`src/rtl/adc_seq_pkg.sv`:
```
package adc_seq_pkg;
    typedef enum logic [0:0] {
        SEQ_IDLE = 1'b0,
        SEQ_CONV = 1'b1
    } seq_state_e;
endpackage

```
`src/rtl/adc_seq_edge.sv`:
```
module adc_seq_edge #(
    parameter int N = 2,
    parameter logic [N-1:0] RST_VAL = '0
) (
    input  logic         clk,
    input  logic         rst_n,
    input  logic [N-1:0] sig,
    output logic [N-1:0] rise,
    output logic [N-1:0] fall
);
    logic [N-1:0] prev_d, prev_q;

    always_comb begin
        prev_d = sig;
    end

    always_ff @(posedge clk or negedge rst_n) begin
        if (!rst_n) prev_q <= RST_VAL;
        else        prev_q <= prev_d;
    end

    for (genvar i = 0; i < N; i++) begin : g_edge
        assign rise[i] = sig[i] & ~prev_q[i];
        assign fall[i] = ~sig[i] & prev_q[i];
    end
endmodule

```
`src/rtl/adc_seq_ctrl.sv`:
```
module adc_seq_ctrl
    import adc_seq_pkg::*;
#(
    parameter int TRACK_RISE = 13,
    parameter int END_FALL   = 14
) (
    input  logic clk,
    input  logic rst_n,
    input  logic start_rise,
    input  logic start_fall,
    input  logic cclk_rise,
    input  logic cclk_fall,
    output logic busy,
    output logic track,
    output logic done
);
    localparam int CNT_MAX = (TRACK_RISE > END_FALL) ? TRACK_RISE : END_FALL;
    localparam int CNT_W   = $clog2(CNT_MAX + 1);
    localparam logic [CNT_W-1:0] RISE_LAST = CNT_W'(TRACK_RISE - 1);
    localparam logic [CNT_W-1:0] FALL_LAST = CNT_W'(END_FALL - 1);

    typedef struct packed {
        seq_state_e       st;
        logic             armed;
        logic             track;
        logic             busy;
        logic [CNT_W-1:0] rises;
        logic [CNT_W-1:0] falls;
    } ctrl_t;

    ctrl_t c_d, c_q;

    always_comb begin
        c_d  = c_q;
        done = 1'b0;
        case (c_q.st)
            SEQ_IDLE: begin
                if (!c_q.armed) begin
                    if (start_rise) begin
                        c_d.armed = 1'b1;
                        c_d.track = 1'b1;
                    end
                end else if (start_fall) begin
                    c_d.st    = SEQ_CONV;
                    c_d.busy  = 1'b1;
                    c_d.track = 1'b0;
                    c_d.rises = '0;
                    c_d.falls = '0;
                end
            end
            SEQ_CONV: begin
                if (start_rise) begin
                    c_d.st    = SEQ_IDLE;
                    c_d.busy  = 1'b0;
                    c_d.track = 1'b1;
                end else begin
                    if (cclk_rise && (c_q.rises <= RISE_LAST)) begin
                        c_d.rises = c_q.rises + 1'b1;
                        if (c_q.rises == RISE_LAST) c_d.track = 1'b1;
                    end
                    if (cclk_fall) begin
                        c_d.falls = c_q.falls + 1'b1;
                        if (c_q.falls == FALL_LAST) begin
                            done      = 1'b1;
                            c_d.st    = SEQ_IDLE;
                            c_d.busy  = 1'b0;
                            c_d.track = 1'b1;
                        end
                    end
                end
            end
            default: c_d = c_q;
        endcase
    end

    always_ff @(posedge clk or negedge rst_n) begin
        if (!rst_n) begin
            c_q <= '{st: SEQ_IDLE, armed: 1'b0, track: 1'b0, busy: 1'b0,
                     rises: '0, falls: '0};
        end else begin
            c_q <= c_d;
        end
    end

    assign busy  = c_q.busy;
    assign track = c_q.track;

    a_r3_hold_at_start: assert property (@(posedge clk) disable iff (!rst_n)
        $rose(c_q.busy) |-> !c_q.track);
    a_r6_track_after_busy: assert property (@(posedge clk) disable iff (!rst_n)
        $fell(c_q.busy) |-> c_q.track);
    a_r2_arm_tracks: assert property (@(posedge clk) disable iff (!rst_n)
        $rose(c_q.armed) |-> c_q.track);
    a_r5_done_only_busy: assert property (@(posedge clk) disable iff (!rst_n)
        done |=> !c_q.busy);
endmodule

```
`src/rtl/adc_seq_result.sv`:
```
module adc_seq_result #(
    parameter int DATA_W = 12,
    parameter int BYTE_W = 8
) (
    input  logic              clk,
    input  logic              rst_n,
    input  logic              done,
    input  logic [DATA_W-1:0] cmp_data,
    input  logic              rd_en,
    input  logic              word_mode,
    output logic              bus_oe,
    output logic [DATA_W-1:0] bus_data
);
    localparam int HI_W = DATA_W - BYTE_W;

    typedef struct packed {
        logic [DATA_W-1:0] result;
        logic              hi_ptr;
        logic              rd_prev;
    } res_t;

    res_t r_d, r_q;
    logic rd_end;

    always_comb begin
        r_d         = r_q;
        rd_end      = r_q.rd_prev & ~rd_en;
        r_d.rd_prev = rd_en;
        if (done) begin
            r_d.result = cmp_data;
            r_d.hi_ptr = 1'b0;
        end else if (rd_end && !word_mode) begin
            r_d.hi_ptr = ~r_q.hi_ptr;
        end
    end

    always_ff @(posedge clk or negedge rst_n) begin
        if (!rst_n) r_q <= '0;
        else        r_q <= r_d;
    end

    always_comb begin
        bus_oe = rd_en;
        if (!rd_en)
            bus_data = '0;
        else if (word_mode)
            bus_data = r_q.result;
        else if (r_q.hi_ptr)
            bus_data = DATA_W'(r_q.result[DATA_W-1 -: HI_W]);
        else
            bus_data = DATA_W'(r_q.result[BYTE_W-1:0]);
    end

    a_r6_result_kept: assert property (@(posedge clk) disable iff (!rst_n)
        !done |=> $stable(r_q.result));
    a_r10_ptr_cleared: assert property (@(posedge clk) disable iff (!rst_n)
        done |=> !r_q.hi_ptr);
    a_r7_idle_bus_quiet: assert property (@(posedge clk) disable iff (!rst_n)
        !bus_oe |-> (bus_data == '0));
endmodule

```
`src/rtl/adc_conv_seq.sv`:
```
module adc_conv_seq #(
    parameter int DATA_W     = 12,
    parameter int BYTE_W     = 8,
    parameter int TRACK_RISE = 13,
    parameter int END_FALL   = 14
) (
    input  logic              clk,
    input  logic              rst_n,
    input  logic              start_n,
    input  logic              conv_clk,
    input  logic              cs_n,
    input  logic              rd_n,
    input  logic              word_mode,
    input  logic [DATA_W-1:0] cmp_data,
    output logic              busy,
    output logic              track,
    output logic              bus_oe,
    output logic [DATA_W-1:0] bus_data
);
    logic [1:0] rise, fall;
    logic       done;
    logic       rd_en;

    assign rd_en = ~cs_n & ~rd_n;

    adc_seq_edge #(.N(2), .RST_VAL(2'b01)) u_edge (
        .clk   (clk),
        .rst_n (rst_n),
        .sig   ({conv_clk, start_n}),
        .rise  (rise),
        .fall  (fall)
    );

    adc_seq_ctrl #(.TRACK_RISE(TRACK_RISE), .END_FALL(END_FALL)) u_ctrl (
        .clk        (clk),
        .rst_n      (rst_n),
        .start_rise (rise[0]),
        .start_fall (fall[0]),
        .cclk_rise  (rise[1]),
        .cclk_fall  (fall[1]),
        .busy       (busy),
        .track      (track),
        .done       (done)
    );

    adc_seq_result #(.DATA_W(DATA_W), .BYTE_W(BYTE_W)) u_res (
        .clk       (clk),
        .rst_n     (rst_n),
        .done      (done),
        .cmp_data  (cmp_data),
        .rd_en     (rd_en),
        .word_mode (word_mode),
        .bus_oe    (bus_oe),
        .bus_data  (bus_data)
    );
endmodule

```
`config.mk`:
```
export PLATFORM = sky130hd
export DESIGN_NAME = adc_conv_seq
export DESIGN_NICKNAME = d
export VERILOG_FILES = /design/src/rtl/adc_seq_pkg.sv /design/src/rtl/adc_seq_edge.sv /design/src/rtl/adc_seq_ctrl.sv /design/src/rtl/adc_seq_result.sv /design/src/rtl/adc_conv_seq.sv
export SDC_FILE = /design/constraint.sdc
export NUM_CORES = 1
export LEC_CHECK = 0
export ABC_AREA = 1
export BUFFER_PORTS_ARGS = -buffer_cell sky130_fd_sc_hd__buf_4
export CAP_MARGIN = 20
export CORE_MARGIN = 2
export CORE_UTILIZATION = 45
export CTS_BUF_LIST = sky130_fd_sc_hd__clkbuf_16
export CTS_CLUSTER_DIAMETER = 80
export DETAILED_ROUTE_END_ITERATION = 10
export PLACE_DENSITY = 0.71
export SLEW_MARGIN = 5
export SYNTH_ARGS = -nofsm -noshare
export SYNTH_HDL_FRONTEND = slang
export SYNTH_SLANG_ARGS = --single-unit
export TNS_END_PERCENT = 5
```
`constraint.sdc`:
```
create_clock -name clk -period 1.3 [get_ports clk]
set_clock_uncertainty 0.1 [all_clocks]
set_input_delay 0.065 -clock clk [delete_from_list [all_inputs] [get_ports clk]]
set_output_delay 0.065 -clock clk [all_outputs]
set_load 0.02 [all_outputs]
```
# Yosys cells after proc, flatten, opt, wreduce, memory -nomap -nowiden
# Cells that the tools add are included.
# W data, S select, Z words.
# totals
regBits,28
elab_cells,76
input_bits,19
output_inout_bits,15
# classes
addsub,2
n_reduce_logical,8
n_bitwise,15
n_eq_ne,11
mux,29
magnitude_cmp,1
# ops
operator,n
$mux W12,2
$pmux W10 S2,1
$mux W8,2
$mux W1,15
$reduce_and A4 Y1,3
$mux W10,1
$mux W9,1
$not A1 Y1,9
$add A4 B1 Y4 const B,2
$eq A4 B4 Y1 const B,2
$mux W2,4
$mux W4,2
$and A1 B1 Y1,6
$ne A2 B1 Y1 const B,3
$ne A3 B1 Y1 const B,2
$ne A3 B2 Y1 const B,2
$le A4 B4 Y1 const B,1
$ne A2 B2 Y1 const B,2
$logic_and A1 B1 Y1,2
$pmux W1 S2,1
$reduce_and A2 Y1,1
$reduce_bool A2 Y1,1
$logic_not A1 Y1,1

# Longest topological paths before layout
# logic_depth
depth_word,8
depth_mapped,9
depth_no_buf,8

# Modules after synthesis
# Synthesis repeated with hierarchy kept, for this count alone.
# unflattened
cells_unflattened,182
area_unflattened_um2,1451.4
# by_module_without_submodules
module,seq_area_each_um2,n_inst,cells_per_inst,area_each_um2
adc_seq_ctrl,300.3,1,83,700.7
adc_seq_result,350.3,1,88,665.6
adc_seq_edge,51.3,1,10,81.3
adc_conv_seq,0.0,1,1,3.8

# Least setup slack after synthesis
# No wires, ideal clock.
# synth_timing
path_kind,reg-to-reg
startpoint,reg u_ctrl.c_q[1] (netlist name)
endpoint,reg u_res.r_q[12] (netlist name)
setup_time_ns,0.116
synth_period_minus_slack_ns,1.340
stages_incl_launch_ff,9
setup_slack_ns,-0.040
n_path_buf,1
t_required_ns,1.084
t_arrival_ns,1.124
path_cell_list,dfrtp_1 inv_1 ha_1 nand3_2 nor2_4 nand2_4 buf_4 nand2_1 nand2_1
# synth_via
elab_chain_cells,5
# synth_lines
element,line,source
from (decl),adc_seq_ctrl.sv:31,"ctrl_t c_d, c_q;"
from (signal assigned),adc_seq_ctrl.sv:78,"c_q <= '{st: SEQ_IDLE, armed: 1'b0, track: 1'b0, busy: 1'b0,"
$eq A4 B4 Y1,adc_seq_ctrl.sv:63,if (c_q.falls == FALL_LAST) begin
$mux W1,adc_seq_ctrl.sv:63,
$mux W1,adc_seq_ctrl.sv:61,if (cclk_fall) begin
$mux W1,adc_seq_ctrl.sv:52,if (start_rise) begin
$mux W1,adc_seq_ctrl.sv:36,case (c_q.st)
to (signal assigned),adc_seq_result.sv:39,else r_q <= r_d;
to (decl),adc_seq_result.sv:22,"res_t r_d, r_q;"
# Every way passes these cells.
# A chain may end at the register's enable or synchronous reset.

# Worst setup path after layout
# layout_timing
startpoint,reg u_ctrl.c_q[1] (netlist name)
endpoint,reg u_res.r_q[13] (netlist name)
# The elaborated chain is that of the path after synthesis.

==> load_flow_metrics.sql <==
INSERT INTO impl_metrics (metric_group, metric, value, unit) VALUES
('setup_path', 'critical_path.cell_chain', 'inv_2 -> ha_4 -> nand3_4 -> nor2_4 -> nand2_4 -> inv_8 -> nand2_1 -> o21ai_0', ''),
('placed_design', 'dpl.hpwl', '2260', 'um'),
('timing', 'finalCritPeriodShare', '113', '%'),
('grt', 'grt_first_pass_wirelength', '5950', 'um'),
('timing', 'final-max-slew-violation-count', '0', ''),
('setup_path', 'worst-r2r-cell-count', '8', ''),
('grt', 'grt_overflow', '0', ''),
('synthesis', 'ys_types', '24', ''),
('timing', 'fin_setup_tns', '-2.32', 'ns'),
('floorplan', 'rows', '20', ''),
('flow_run', 'cap_viol_max_count', '0', ''),
('setup_path', 'worst_r2r_endpoint', 'u_res.r_q[13]', ''),
('clocking', 'tritoncts', 'built', ''),
('power_and_ir_drop', 'leakagePower', '0.00117', 'uW'),
('clocking', 'cts.sinks', '28', ''),
('synthesis', 'syn_warnings', '0', ''),
('setup_path', 'critical_path_buf_inv_count', '2', ''),
('setup_path', 'critical_path.endpoint_type', 'flip-flop', ''),
('floorplan', 'start_util', '47.4', '%'),
('clocking', 'clk_pin_slew_worst_paths', '0.07', 'ns'),
('placed_design', 'detailedPlace.worstSlack', '-0.127', 'ns'),
('outcome', 'failed_checks', 'setup timing', ''),
('min_path', 'timing.hold.worst_endpoint', 'u_res.r_q[0]', ''),
('setup_path', 'critical_path.top_delay_family', 'simple AND/OR/NAND/NOR gates', ''),
('timing', 'worst_slack', '-0.164', 'ns'),
('layout', 'insertedDiodeCount', '0', ''),
('floorplan', 'die_area', '3690', 'um2'),
('clocking', 'cts_inserted_buffers', '3', ''),
('timing', 'finalWorstPathRequiredPeriod', '1.46', 'ns'),
('timing', 'finalSetupViolations', '25', ''),
('synthesis', 'fraction_of_the_yosys_area_taken_by_sequential_cells', '48.5', '%'),
('synthesis', 'synth_area_leader_cell', 'dfrtp_1', ''),
('floorplan', 'die-height', '60.7', 'um'),
('setup_path', 'timing.critical_path.slowest_stage_cell', 'dfrtp_1', ''),
('power_and_ir_drop', 'vdd.ir_drop.worst', '0.718', 'mV'),
('min_path', 'worstHoldStart', 'cs_n', ''),
('setup_path', 'critPathMaxStageDelay', '0.39', 'ns'),
('setup_path', 'timing.reg2reg.setup_slack', '-0.16', 'ns'),
('synthesis', 'post_synth_instance_area', '1450', 'um2'),
('timing', 'tightestPinTransition', '0.361', 'ns'),
('setup_path', 'regToRegStartpoint', 'u_ctrl.c_q[1]', ''),
('timing', 'max_freq', '0.683', 'GHz'),
('synthesis', 'synthTopCellsByArea', 'dfrtp_1 47%, nand2_1 20%, nor2_1 7.8%', ''),
('setup_path', 'path_class', 'reg -> reg', ''),
('synthesis', 'postSynthRegisterBits', '28', ''),
('min_path', 'hold_depth', '3', ''),
('placed_design', 'dp_cells', '281', ''),
('min_path', 'hold_path.class', 'in -> reg', ''),
('layout', 'design.final.nets', '284', ''),
('setup_path', 'critPathArrivalTime', '1.55', 'ns'),
('power_and_ir_drop', 'p_per_area', '1270', 'nW/um2'),
('setup_path', 'critical_path.startpoint_type', 'flip-flop', ''),
('setup_path', 'crit_path_max_fanout', '7', ''),
('outcome', 'run_status', 'complete, but fails checks', ''),
('routing', 'drc', '0', ''),
('routing', 'routed_via_density', '4.74', ''),
('timing', 'timing_hold_violations_final', '0', ''),
('timing', 'rsz0062_at_grt', 'true', ''),
('power_and_ir_drop', 'p_total', '2780', 'uW'),
('routing', 'initial_drc_count', '105', ''),
('routing', 'postRouteWirelength', '3820', 'um'),
('clocking', 'root_buffer', 'clkbuf_16', ''),
('routing', 'route.detailed.wl_per_inst', '12.6', 'um'),
('timing', 'holdWs', '0.0329', 'ns'),
('synthesis', 'synth.avg_cell_area', '7.50', 'um2'),
('synthesis', 'synth_top_cell_area_share', '46.7', '%'),
('floorplan', 'boundaryPins', '34', ''),
('routing', 'final_antenna_net_count', '0', ''),
('placed_design', 'port_buffers', '33', ''),
('grt', 'antenna_found_initial', '0', ''),
('clocking', 'htreeDepth', '1', '');
metal layers:
| layer | track usage [%] | vias up | wire, um |
|---|---|---|---|
| met5 | 0 | - | 0 |
| met4 | 9.01 | 0 | 105 |
| met3 | 4.05 | 10 | 165 |
| met2 | 35.6 | 41 | 1860 |
| met1 | 29.3 | 659 | 1690 |
| li1 | - | 732 | - |
final cells by class:
cell class	instances	area, um2
clock buffers	3	75.1
repair buffers	64	527
flip-flops and latches	28	702
fillers	228	861
multi-input cells	143	709
well taps	44	55.1
inverters	20	85.1
repair inverters	1	8.76
clock inverters	1	30.0
metrics by stage:
step | utilization [%] | instance area (um2)
3_5_place_dp | 59.9 | 1830
3_3_place_gp | 59.9 | 1830
6_report | 71.8 | 2190
4_1_cts | 70.1 | 2140
5_1_grt | 71.8 | 2190
2_1_floorplan | - | 1450
worst max-delay path by stage:
stage	from	to	cells past startpoint
finish	u_ctrl.c_q[1]	u_res.r_q[13]	8
global route	u_ctrl.c_q[1]	u_res.r_q[13]	8
CTS	u_res.r_q[1]	bus_data[0]	7
detailed placement	u_edge.prev_q[0]	u_ctrl.c_q[1]	5
global placement	u_edge.prev_q[0]	u_ctrl.c_q[1]	5
floorplan	u_ctrl.c_q[1]	u_res.r_q[12]	8
state kept, by name, summed over array words and instances, names as in the netlist:
register and count:
u_ctrl.busy 1, u_ctrl.c_q 10, u_ctrl.track 1, u_edge.prev_q 2, u_res.r_q 14
worst reg2reg max path, stage by stage (launching register included):
cell,delay [ns]
dfrtp_1,0.39
inv_2,0.09
ha_4,0.15
nand3_4,0.08
nor2_4,0.19
nand2_4,0.14
inv_8,0.10
nand2_1,0.06
o21ai_0,0.08
report_power, final:
group          internal (uW)  switching (uW)
registers                966            74.6
clock network            614             311
logic                    380             430
what timing repair did:
action,4_1_cts,5_1_grt
hold buffers,15,0
gates cloned,2,1
gates resized for setup,16,14
setup endpoints to repair,31,31
pin swaps,5,6
endpoints found under the hold margin,42,0
buffers inserted,1,0
Yosys cell counts:
master / count
o21ai_1: 1
o21bai_1: 1
nor2_1: 30
dfrtp_1: 27
dfstp_2: 1
o21ai_0: 10
ha_1: 4
buf_2: 1
nand3_2: 1
nand2_4: 1
inv_1: 18
nor2_4: 1
inv_4: 1
nand2_1: 78
a21oi_1: 2
buf_4: 1
xnor2_1: 2
buf_8: 1
nand2_2: 1
nand3_1: 4
nor3_1: 1
inv_2: 1
nor2_2: 1
nand4_1: 4
cell families after synthesis:
logic type	synth area share, %
AOI/OAI and AO/OA	5.01
xor gates and xnor gates	1.21
adders and majority gates	3.46
buffers and inverters	7.26
DFF	48.5
and+or+nand+nor	34.6
(Power assumes the default switching activity.)
